===== config.mk =====
export PLATFORM = sky130hd
export DESIGN_NAME = ptp_tod_clock
export DESIGN_NICKNAME = d
export VERILOG_FILES = /design/src/rtl/ptp_tod_pkg.sv /design/src/rtl/ptp_ctrl_regs.sv /design/src/rtl/ptp_tod_accum.sv /design/src/rtl/ptp_rd_port.sv /design/src/rtl/ptp_tod_clock.sv
export SDC_FILE = /design/constraint.sdc
export NUM_CORES = 1
export LEC_CHECK = 0
export ABC_CLOCK_PERIOD_IN_PS = 3150
export BUFFER_PORTS_ARGS = -buffer_cell sky130_fd_sc_hd__buf_4
export CORE_MARGIN = 2
export CORE_UTILIZATION = 40
export DETAILED_ROUTE_END_ITERATION = 12
export SYNTH_ARGS = -nofsm -noshare
export SYNTH_HDL_FRONTEND = slang
export SYNTH_SLANG_ARGS = --single-unit

===== constraint.sdc =====
create_clock -name clk -period 3.15 [get_ports clk]
set_input_delay 0.4725 -clock clk [delete_from_list [all_inputs] [get_ports clk]]
set_output_delay 0.4725 -clock clk [all_outputs]
set_load 0.03 [all_outputs]

===== src/rtl/ptp_tod_pkg.sv =====
package ptp_tod_pkg;

    localparam int ADDR_W  = 12;
    localparam int DATA_W  = 64;
    localparam int FRAC_W  = 32;
    localparam int WHOLE_W = 64;
    localparam int TOD_W   = WHOLE_W + FRAC_W;

    localparam logic [ADDR_W-1:0] OFS_CTRL  = 12'hF00;
    localparam logic [ADDR_W-1:0] OFS_SUBNS = 12'hF08;
    localparam logic [ADDR_W-1:0] OFS_NS    = 12'hF10;
    localparam logic [ADDR_W-1:0] OFS_STEP  = 12'hF18;

    typedef struct packed {
        logic [WHOLE_W-1:0] ns;
        logic [FRAC_W-1:0]  sub;
    } tod_t;

    typedef enum logic [2:0] {
        SEL_NONE,
        SEL_CTRL,
        SEL_SUBNS,
        SEL_NS,
        SEL_STEP
    } reg_sel_e;

    function automatic reg_sel_e decode_addr(input logic [ADDR_W-1:0] a);
        case (a)
            OFS_CTRL:  return SEL_CTRL;
            OFS_SUBNS: return SEL_SUBNS;
            OFS_NS:    return SEL_NS;
            OFS_STEP:  return SEL_STEP;
            default:   return SEL_NONE;
        endcase
    endfunction

    function automatic logic [DATA_W-1:0] nominal_step(input longint unsigned hz);
        logic [DATA_W-1:0] num;
        num = 64'd1_000_000_000 << FRAC_W;
        return num / DATA_W'(hz);
    endfunction

endpackage


===== src/rtl/ptp_ctrl_regs.sv =====
module ptp_ctrl_regs
    import ptp_tod_pkg::*;
#(
    parameter logic [DATA_W-1:0] STEP_RST = 64'h0000_0001_4000_0000
) (
    input  logic              clk,
    input  logic              rst,
    input  reg_sel_e          sel,
    input  logic              we,
    input  logic [DATA_W-1:0] wdata,
    output logic              run_o,
    output logic [DATA_W-1:0] step_o
);

    always_ff @(posedge clk) begin
        if (rst) begin
            run_o  <= 1'b0;
            step_o <= STEP_RST;
        end else if (we) begin
            if (sel == SEL_CTRL) run_o  <= wdata[0];
            if (sel == SEL_STEP) step_o <= wdata;
        end
    end

endmodule


===== src/rtl/ptp_tod_accum.sv =====
module ptp_tod_accum
    import ptp_tod_pkg::*;
(
    input  logic              clk,
    input  logic              rst,
    input  logic              run,
    input  logic [DATA_W-1:0] step,
    input  logic              ld_ns,
    input  logic              ld_sub,
    input  logic [DATA_W-1:0] wdata,
    output tod_t              tod_o
);

    localparam int PAD_W = TOD_W - DATA_W;

    tod_t tod_next;

    always_comb begin
        tod_next = tod_o;
        if (ld_ns || ld_sub) begin
            if (ld_ns)  tod_next.ns  = wdata[WHOLE_W-1:0];
            if (ld_sub) tod_next.sub = wdata[FRAC_W-1:0];
        end else if (run) begin
            tod_next = tod_o + {{PAD_W{1'b0}}, step};
        end
    end

    always_ff @(posedge clk) begin
        if (rst) tod_o <= '0;
        else     tod_o <= tod_next;
    end

endmodule


===== src/rtl/ptp_rd_port.sv =====
module ptp_rd_port
    import ptp_tod_pkg::*;
(
    input  logic              clk,
    input  logic              rst,
    input  reg_sel_e          sel,
    input  logic              run,
    input  logic [DATA_W-1:0] step,
    input  tod_t              tod,
    output logic [DATA_W-1:0] rdata_o
);

    localparam int SUB_PAD = DATA_W - FRAC_W;

    logic [DATA_W-1:0] mux;

    always_comb begin
        case (sel)
            SEL_CTRL:  mux = {{(DATA_W-1){1'b0}}, run};
            SEL_SUBNS: mux = {{SUB_PAD{1'b0}}, tod.sub};
            SEL_NS:    mux = tod.ns;
            SEL_STEP:  mux = step;
            default:   mux = '0;
        endcase
    end

    always_ff @(posedge clk) begin
        if (rst) rdata_o <= '0;
        else     rdata_o <= mux;
    end

endmodule


===== src/rtl/ptp_tod_clock.sv =====
module ptp_tod_clock
    import ptp_tod_pkg::*;
#(
    parameter longint unsigned CLK_HZ = 64'd800_000_000
) (
    input  logic              clk,
    input  logic              rst,
    input  logic [11:0]       bus_addr,
    input  logic [63:0]       bus_wdata,
    input  logic              bus_we,
    output logic [63:0]       bus_rdata
);

    localparam logic [DATA_W-1:0] STEP_NOM = nominal_step(CLK_HZ);

    reg_sel_e          sel;
    logic              run_en;
    logic [DATA_W-1:0] step_q;
    tod_t              tod_q;
    logic              ld_ns;
    logic              ld_sub;

    assign sel    = decode_addr(bus_addr);
    assign ld_ns  = bus_we && (sel == SEL_NS);
    assign ld_sub = bus_we && (sel == SEL_SUBNS);

    ptp_ctrl_regs #(.STEP_RST(STEP_NOM)) u_ctrl (
        .clk    (clk),
        .rst    (rst),
        .sel    (sel),
        .we     (bus_we),
        .wdata  (bus_wdata),
        .run_o  (run_en),
        .step_o (step_q)
    );

    ptp_tod_accum u_accum (
        .clk    (clk),
        .rst    (rst),
        .run    (run_en),
        .step   (step_q),
        .ld_ns  (ld_ns),
        .ld_sub (ld_sub),
        .wdata  (bus_wdata),
        .tod_o  (tod_q)
    );

    ptp_rd_port u_rd (
        .clk     (clk),
        .rst     (rst),
        .sel     (sel),
        .run     (run_en),
        .step    (step_q),
        .tod     (tod_q),
        .rdata_o (bus_rdata)
    );

endmodule


==> impl_metrics.yaml <==
run_status:
  status: "completed"
logic_synthesis:
  ys_warn_count: 0
  synth_edf_count: 0
  synth_top_area_cell: "dfxtp_1"
  synth.top_cells.by_area: "dfxtp_1 32%, nand2_1 7.6%, a21oi_1 6.7%, ha_1 5.8%, nor2_1 4.9%"
  synth_fp_nets: 1985
  synthFlopType: "dfxtp_1"
  seq_area_frac_synth: 0.324
  synth_cells: 1841
  synth_area_sq_um: 13900
  synth.avg_cell_area_sq_um: 7.56
  async_flop_share: 0
  ys_ff_latch: 225
  synth_cell_type_count: 83
  synth_top_area_frac: 0.324
clock_tree:
  cts_tree: "yes"
  cts_root_buffer: "clkbuf_16"
  cts_hold_buf: 0
  insertion_delay_ns: 0.55
  numCtsBuffers: 27
  cts_sinks: 225
  htree_levels: 1
  path_clk_slew_ns: 0.06
  clock_path_buffers: 3
drt:
  drtIter0Drc: 1545
  dr.pass1.iters: 6
  routed_wl_microns: 59600
  vias_per_cell: 6.10
  ant_nets: 0
  drc: 0
  wire_per_inst_microns: 23.4
  vias: 15600
timing:
  worst_pin_slew_ns: 0.783
  post-route-min-period_ns: 3.07
  finalHoldViolations: 0
  relSlewSlack: 0.478
  clock.fmax_mhz: 326
  skew_ns: 0.0124
  slew_viol_final: 0
  setup_viol: 0
  rsz0062_at_grt: "yes"
  period_share: 0.975
place:
  dp.cells: 2498
  post-dp-hpwl_microns: 44200
  gp_congestion: 1.01
  io_buffer_count: 142
final_layout:
  fillers: 3403
  drive_above_1_share: 0.251
  area_growth_pct: 29.3
  diodes: 0
  nets: 2220
  final_util: 0.524
  final_cells: 2550
worst_hold_path:
  hold_start: "bus_wdata[32]"
  min_to: "u_ctrl.step_o[32]"
  min_path_type: "primary input to flip-flop"
  hold_depth: 3
global_routing:
  grt_pass1_vias: 14600
  grt.overflow.total: 0
  track_usage: 0.318
  grt_antenna_before_repair: 0
  grt_pass1_wl_microns: 88800
  grt_max_degree: 65
critical_path:
  path_cells: "ha_1 -> nand4_1 -> nor2_2 -> nand3_2 -> a2111oi_4 -> o31ai_2 -> buf_4 -> nand2_2 -> buf_4 -> nor2_1 -> buf_4 -> or4_1 -> a31oi_1"
  rrSetupSlack_ns: 0.08
  r2r_end: "u_accum.tod_o[77]"
  cp_max_fo: 8
  crit_path_start_kind: "flip-flop"
  crit_path_end_kind: "flip-flop"
  rr_worst_depth: 13
  crit_type: "flip-flop to flip-flop"
  crit_slowest_cell: "or4_1"
  path_common_cell: "buf_4"
  cpPeakStageDelay_ns: 0.53
  worstPathRequired_ns: 3.62
  worstReg2RegStart: "u_ctrl.step_o[52]"
  cp.arrival_ns: 3.54
pwr:
  ir_drop_mv: 0.373
  p_per_area_nw_per_um2: 358
  p_leak_uw: 0.00689
run:
  drv_cap: 0
floorplan:
  dieArea_sq_um: 36300
  rows: 68
  die_w_microns: 191
  die_h_microns: 191
  core_area_sq_um: 34400
  pin_count: 143
  start_util: 0.405
-- how the worst max path moves through the flow --
| stage | endpoint | slack [ns] | start | depth (start not counted) |
|---|---|---|---|---|
| 6_report | u_accum.tod_o[77] | 0.08 | u_ctrl.step_o[52] | 13 |
| 5_1_grt | u_accum.tod_o[72] | -0.05 | u_accum.tod_o[12] | 11 |
| 4_1_cts | u_accum.tod_o[87] | -0.07 | u_accum.tod_o[36] | 12 |
| 3_5_place_dp | u_accum.tod_o[87] | -0.12 | u_ctrl.step_o[20] | 12 |
| 3_3_place_gp | u_accum.tod_o[87] | -0.12 | u_ctrl.step_o[20] | 12 |
| 2_1_floorplan | u_accum.tod_o[80] | 0.27 | u_ctrl.step_o[0] | 12 |
-- critical path, delay by kind of cell (launching register included) --
kind | cells | cell delay, ns
flops | 1 | 0.36
buf+inv | 3 | 0.49
compound gates | 3 | 0.63
fa+ha+maj | 1 | 0.34
simple gates | 6 | 1.18
-- kinds of logic (layout without fill, tap and decap cells) --
logic type      Yosys count  in the layout  share of synthesized area
xor+xnor                 42             42                     0.0264
buf+inv                 158            412                     0.0455
simple gates            734            734                      0.244
flops                   225            225                      0.324
compound gates          573            573                      0.267
mux                      44             44                     0.0345
fa+ha+maj                65             65                     0.0590
-- placed cells by master (no fill, tap or decap), types with 8 or more instances in the layout --
| cell type | synthesis | layout |
|---|---|---|
| o211ai_1 | 21 | 21 |
| nor3_1 | 49 | 43 |
| xor2_1 | 16 | 16 |
| and2_1 | 14 | 13 |
| nor2_1 | 181 | 173 |
| a211oi_1 | 11 | 10 |
| o21ai_0 | 93 | 88 |
| a22oi_1 | 70 | 69 |
| nor2b_1 | 9 | 8 |
| o21ai_1 | 8 | 10 |
| mux2_2 | 32 | 32 |
| a221oi_1 | 14 | 12 |
| xnor2_1 | 26 | 26 |
| or3_1 | 15 | 15 |
| o21a_1 | 10 | 10 |
| a311oi_1 | 24 | 23 |
| dfxtp_2 | 0 | 11 |
| clkbuf_16 | 0 | 27 |
| a31oi_1 | 31 | 31 |
| ha_1 | 64 | 44 |
| inv_1 | 20 | 20 |
| mux2i_1 | 12 | 12 |
| a21oi_2 | 1 | 8 |
| o21bai_1 | 15 | 15 |
| and4_1 | 9 | 9 |
| and3_1 | 30 | 30 |
| dfxtp_1 | 225 | 214 |
| nand4_1 | 45 | 45 |
| nor4_1 | 14 | 12 |
| buf_4 | 1 | 338 |
| a21oi_1 | 187 | 179 |
| nand3_1 | 41 | 40 |
| nand2_1 | 283 | 279 |
| a21o_1 | 22 | 22 |
| ha_4 | 0 | 13 |
-- routing by layer --
metal | vias up | share of wire | GRT usage
li1 | 7226 | - | -
met1 | 7487 | 0.45 | 0.454
met2 | 737 | 0.43 | 0.483
met3 | 117 | 0.084 | 0.0598
met4 | 0 | 0.035 | 0.101
met5 | - | 0 | 0
-- per-stage QoR --
stage | TNS [ns] | setup WS [ns] | power (uW) | area, sq um | hold WS, ns
after floorplan | 0 | 0.269 | 2990 | 13900 | 0.446
after CTS | -0.226 | -0.0703 | 6480 | 17600 | 0.155
after detailed placement | -0.468 | -0.120 | 3130 | 16600 | 0.468
after global routing | -0.118 | -0.0482 | 6600 | 18000 | 0.173
after global placement | -0.524 | -0.124 | 3130 | 16600 | 0.464
final | 0 | 0.0788 | 6450 | 18000 | 0.170
-- what timing repair did --
action / CTS / global route
setup buffers: 0 / 4
pin swaps: 0 / 21
endpoints found under the setup margin: 17 / 53
gates resized for setup: 6 / 81
gates cloned: 0 / 0
-- where the power goes --
group,internal (uW),switching (uW)
logic,86.4,128
registers,2850,9.05
clock network,2050,1320
-- Yosys cell counts (6+ instances only) --
master	count
a211oi_1	11
a21o_1	22
a21oi_1	187
a221oi_1	14
a22oi_1	70
a311oi_1	24
a31oi_1	31
and2_1	14
and3_1	30
and4_1	9
buf_1	13
buf_2	28
clkbuf_1	95
dfxtp_1	225
ha_1	64
inv_1	20
mux2_2	32
mux2i_1	12
nand2_1	283
nand2b_1	7
nand3_1	41
nand3b_1	7
nand4_1	45
nor2_1	181
nor2b_1	9
nor3_1	49
nor4_1	14
o211ai_1	21
o21a_1	10
o21ai_0	93
o21ai_1	8
o21bai_1	15
o221ai_1	6
o22ai_1	7
o31ai_1	6
or2_2	6
or3_1	15
or4_1	7
xnor2_1	26
xor2_1	16
-- flip-flops by register name, summed over array words and instances, names as in the netlist --
| name | cells |
|---|---|
| u_ctrl.step_o | 64 |
| u_accum.tod_o | 96 |
| u_ctrl.run_o | 1 |
| u_rd.rdata_o | 64 |
-- cell type report --
| class | count | area, sq um | share of cell area |
|---|---|---|---|
| Multi-Input combinational cell | 1458 | 9230 | 0.513 |
| Inverter | 20 | 75.1 | 0.00417 |
| Timing Repair Buffer | 344 | 2660 | 0.148 |
| Sequential cell | 225 | 4520 | 0.251 |
| Clock buffer | 36 | 779 | 0.0433 |
| Clock inverter | 12 | 169 | 0.00939 |
| Tap cell | 455 | 569 | 0.0316 |
(Power assumes the default switching activity.)
